**src/rtl/prio_irq_ctrl.sv**
```systemverilog
module prio_irq_ctrl #(
  parameter int NSRC = 4,
  localparam int VW = $clog2(NSRC + 1)
) (
  input  logic            clk,
  input  logic            rst_n,
  input  logic [NSRC-1:0] src_req,
  input  logic            trap_req,
  input  logic            irq_ack,
  input  logic            eos,
  input  logic            nest_mode,
  input  logic            glb_en,
  output logic            irq_valid,
  output logic [VW-1:0]   irq_vec,
  output logic [NSRC:0]   in_service
);

  logic [NSRC-1:0] sy1, sy2, sy3, pend;
  logic            pend_trap;
  logic [NSRC:0]   req, elig, top_oh, grant_oh;
  logic [VW:0]     top_p1;
  logic [VW-1:0]   pick;
  logic            found;

  wire take    = irq_valid & irq_ack;
  wire any_svc = |in_service;

  assign req      = {pend_trap, pend & {NSRC{glb_en}}};
  assign grant_oh = take ? ((NSRC+1)'(1) << irq_vec) : '0;

  always_comb begin
    top_p1 = '0;
    top_oh = '0;
    for (int i = 0; i <= NSRC; i++)
      if (in_service[i]) begin
        top_p1 = (VW+1)'(i + 1);
        top_oh = '0;
        top_oh[i] = 1'b1;
      end
  end

  always_comb begin
    for (int i = 0; i < NSRC; i++)
      elig[i] = req[i] & (nest_mode ? ((VW+1)'(i + 1) > top_p1) : !any_svc);
    elig[NSRC] = req[NSRC] & !in_service[NSRC];
  end

  always_comb begin
    found = |elig;
    pick  = '0;
    for (int i = 0; i <= NSRC; i++)
      if (elig[i]) pick = VW'(i);
  end

  always_ff @(posedge clk) begin
    if (!rst_n) begin
      sy1        <= '0;
      sy2        <= '0;
      sy3        <= '0;
      pend       <= '0;
      pend_trap  <= 1'b0;
      in_service <= '0;
      irq_valid  <= 1'b0;
      irq_vec    <= '0;
    end else begin
      sy1        <= src_req;
      sy2        <= sy1;
      sy3        <= sy2;
      pend       <= (pend & ~grant_oh[NSRC-1:0]) | (sy2 & ~sy3);
      pend_trap  <= (pend_trap & ~grant_oh[NSRC]) | trap_req;
      in_service <= (in_service & ~(eos ? top_oh : '0)) | grant_oh;
      if (irq_valid) begin
        if (irq_ack) irq_valid <= 1'b0;
      end else if (found) begin
        irq_valid <= 1'b1;
        irq_vec   <= pick;
      end
    end
  end

endmodule

```
**config.mk**
```make
export PLATFORM = sky130hd
export DESIGN_NAME = prio_irq_ctrl
export DESIGN_NICKNAME = d
export VERILOG_FILES = /design/src/rtl/prio_irq_ctrl.sv
export SDC_FILE = /design/constraint.sdc
export NUM_CORES = 1
export LEC_CHECK = 0
export BUFFER_PORTS_ARGS = -buffer_cell sky130_fd_sc_hd__buf_2
export CORE_AREA = 2 2 47 49
export CTS_BUF_LIST = sky130_fd_sc_hd__clkbuf_4 sky130_fd_sc_hd__clkbuf_8
export CTS_CLUSTER_SIZE = 28
export DETAILED_ROUTE_END_ITERATION = 8
export DIE_AREA = 0 0 49 51
export GPL_ROUTABILITY_DRIVEN = 0
export PLACE_DENSITY = 0.84
export SLEW_MARGIN = 20
export SYNTH_ARGS = -nofsm -noshare
export SYNTH_HDL_FRONTEND = slang
export SYNTH_SLANG_ARGS = --single-unit
```
**constraint.sdc**
```tcl
create_clock -name clk -period 3.5 [get_ports clk]
set_input_delay 0.525 -clock clk [delete_from_list [all_inputs] [get_ports clk]]
set_output_delay 0.525 -clock clk [all_outputs]
set_load 0.02 [all_outputs]
```
==> summary.md <==
| Metric | Value |
|---|---|
| Status | finished clean |
| Worst slew pin tran | 0.416 ns |
| Tcrit/Tclk final | 46.8% |
| Critical Path RT | 3.72 ns |
| Post-layout min period | 1.64 ns |
| Drt drc | 0 |
| Number of synthesized flops with an enable pin | 0 |
| Worst r2r src | in_service[3]$_SDFF_PN0_ |
| Post-synthesis sequential area ratio | 52.1% |
| Pleak | 0.494 nW |
| Routed Antenna Nets | 0 |
| Starting Density | 48.5% |
| Fmax | 611 MHz |
| Clk buf depth | 2 |
| Setup crit start | in_service[3]$_SDFF_PN0_ |
| Max-cap violations | 0 |
| Post-layout nets | 135 |
| Syn Area/Cell | 9.80 um2 |
| CTS tree | done |
| Crit path DAT | 1.86 ns |
| Worst min-delay path startpoint | src_req[2] |
| Yosys reg bits | 26 |
| Via density | 5.09 |
| Total congestion overflow | 0 |
| Synth Warn # | 0 |
| Post-Synthesis Cell Area | 1000 um2 |
| Layout Skew | 0.00420 ns |
| Clock sinks | 26 |
| Slew HR | 71.9% |
| Most common library cells after synthesis | 26 x dfxtp_1, 12 x and2_1, 9 x nor2b_1 |
| Initial antenna violation count | 0 |
| Slew Viols, Final | 0 |
| Final setup fails | 0 |
| Height of the die | 51 um |
| Worst setup SP type | flop |
| Most common cell in the netlist | dfxtp_1 |
| Footprint of the multi-input gates | 464 um2 |
| Layout cells sized above 1 | 23.6% |
| Worst-Skew Late Latency | 0.31 ns |
| Yosys top cell area share | 52.1% |
| RSZ-0062 raised after global routing | no |
| CP Class | reg2reg |
| Vias in the first global route | 724 |
| I/O pin cnt | 20 |
| Drt pass-1 iters | 3 |
| Post-CTS setup buffer count | 0 |
| CTS Hold Buffers Added | 0 |
| Post-synth ARST share | 0% |
| Antenna diode count | 0 |
| Syn nets | 113 |
| TNS Setup | 0 ns |
| CTS Buf Count | 3 |
| Post-synthesis cell type count | 29 |
| Power Density | 484 nW/um2 |
| Htree depth | 1 |
| DIE AREA | 2500 um2 |
| PortBufs | 19 |
| Via count | 768 |
| Root Driver | clkbuf_4 |
| First-pass GRT wire length | 2920 um |
| Ranking of synthesized cells by area | dfxtp_1 52%, and2_1 7.5%, nor2b_1 5.6%, a21boi_0 4.5%, a21oi_1 3.0% |
| WL per Instance | 10.9 um |
| Final Hold Viols | 0 |
| Worst VDD drop | 0.000339 V |
| DP HPWL | 1280 um |
| CTS clk-pin slew, worst paths | 0.13 ns |
| Post-synth top area cell | dfxtp_1 |
| Die Wd | 49 um |
| Total wire length | 1650 um |
| CP endpoint kind | flop |
| PostCTS Resize Cnt | 0 |
| Area Growth Syn to Fin | 17.5% |
| Total GRT Usage | 15.5% |
| Register area | 520 um2 |
| Final Non-Filler Cells | 151 |
| Largest net degree at the start of global routing | 28 |
| Fillcell total | 206 |
| Tot Pwr | 0.000569 W |
| DP Cell Count | 147 |
| Most used DFF post-synth | dfxtp_1 |
| Hold Crit Class | in2reg |
| Cells after Synth | 102 |
| DRT iter0 DRCs | 8 |
| Crit path max fanout | 6 |
| Rows | 17 |
| Core area | 2060 um2 |
## kinds of logic after synthesis
kind of cell / after synthesis / share of synthesized area [%]
flip-flops: 26 / 52.1
AND/OR/NAND/NOR: 45 / 25.9
buffers and inverters: 4 / 1.50
multiplexers: 1 / 1.00
AO/OA/AOI/OAI: 26 / 19.5
## worst paths after layout
check,to,slack (ns),depth (start not counted)
setup / recovery,irq_vec[1]$_SDFFE_PN0P_,1.86,4
hold / removal,sy1[2]$_SDFF_PN0_,0.41,2
setup reg to reg,irq_vec[1]$_SDFFE_PN0P_,1.86,4
hold reg to reg,sy2[2]$_SDFF_PN0_,0.45,1
## cell usage in the layout (no fill, tap or decap)
| cell type | n |
|---|---|
| a21boi_0 | 6 |
| a21oi_1 | 6 |
| a21oi_4 | 1 |
| a31o_1 | 1 |
| and2_1 | 12 |
| buf_2 | 19 |
| bufinv_16 | 1 |
| clkbuf_4 | 3 |
| dfxtp_1 | 26 |
| inv_1 | 2 |
| mux2i_1 | 1 |
| nand2_1 | 8 |
| nand2b_1 | 1 |
| nand3_1 | 2 |
| nand3_2 | 1 |
| nand3b_1 | 2 |
| nand4_1 | 1 |
| nor2_1 | 5 |
| nor2b_1 | 9 |
| nor4_1 | 1 |
| o211ai_1 | 1 |
| o21ai_0 | 5 |
| o21bai_2 | 1 |
| o311a_1 | 1 |
| o31a_1 | 1 |
| o31ai_1 | 1 |
| o41ai_1 | 1 |
| o41ai_2 | 1 |
| or2_1 | 1 |
| or3_2 | 1 |
| or3_4 | 1 |
## per-stage QoR
stage	hold slack, ns	setup WS, ns	utilization, %	cell area (um2)
4_1_cts	0.397	1.86	56.9	1170
6_report	0.411	1.86	56.9	1170
2_1_floorplan	0.412	1.89	-	1000
3_3_place_gp	0.415	1.95	54.4	1120
3_5_place_dp	0.421	1.88	54.4	1120
5_1_grt	0.382	1.80	56.9	1170
## layout make-up
class                      instances  area share [%]
clock buffer                       3            1.92
clock inverter                     1            2.56
inverter                           2           0.639
multi-input combinational         72            39.5
sequential                        26            44.3
tap                               28            2.98
timing repair buffer              19            8.09
## layer usage
| metal | vias to the layer above | track usage [%] | share of wire (%) |
|---|---|---|---|
| met5 | - | 0 | 0 |
| met4 | 0 | 9.52 | 1.8 |
| met3 | 4 | 2.92 | 4.9 |
| met2 | 18 | 27.6 | 46 |
| met1 | 351 | 17.2 | 47 |
| li1 | 395 | - | - |
## registers in the layout (all words and copies together) (netlist names)
name        cells
irq_valid       1
sy2             4
sy3             4
pend            4
pend_trap       1
sy1             4
irq_vec         3
in_service      5
## where the power goes
part	total, W	switching (W)	internal (W)
registers	0.000318	0.00000905	0.000309
logic	0.0000558	0.0000296	0.0000262
clock network	0.000195	0.0000796	0.000116
## critical path: stages (launching register included)
cell      delay (ns)
dfxtp_1         0.37
or3_4           0.39
o41ai_2         0.43
o21bai_2        0.14
a31o_1          0.22
(Power assumes the default switching activity.)
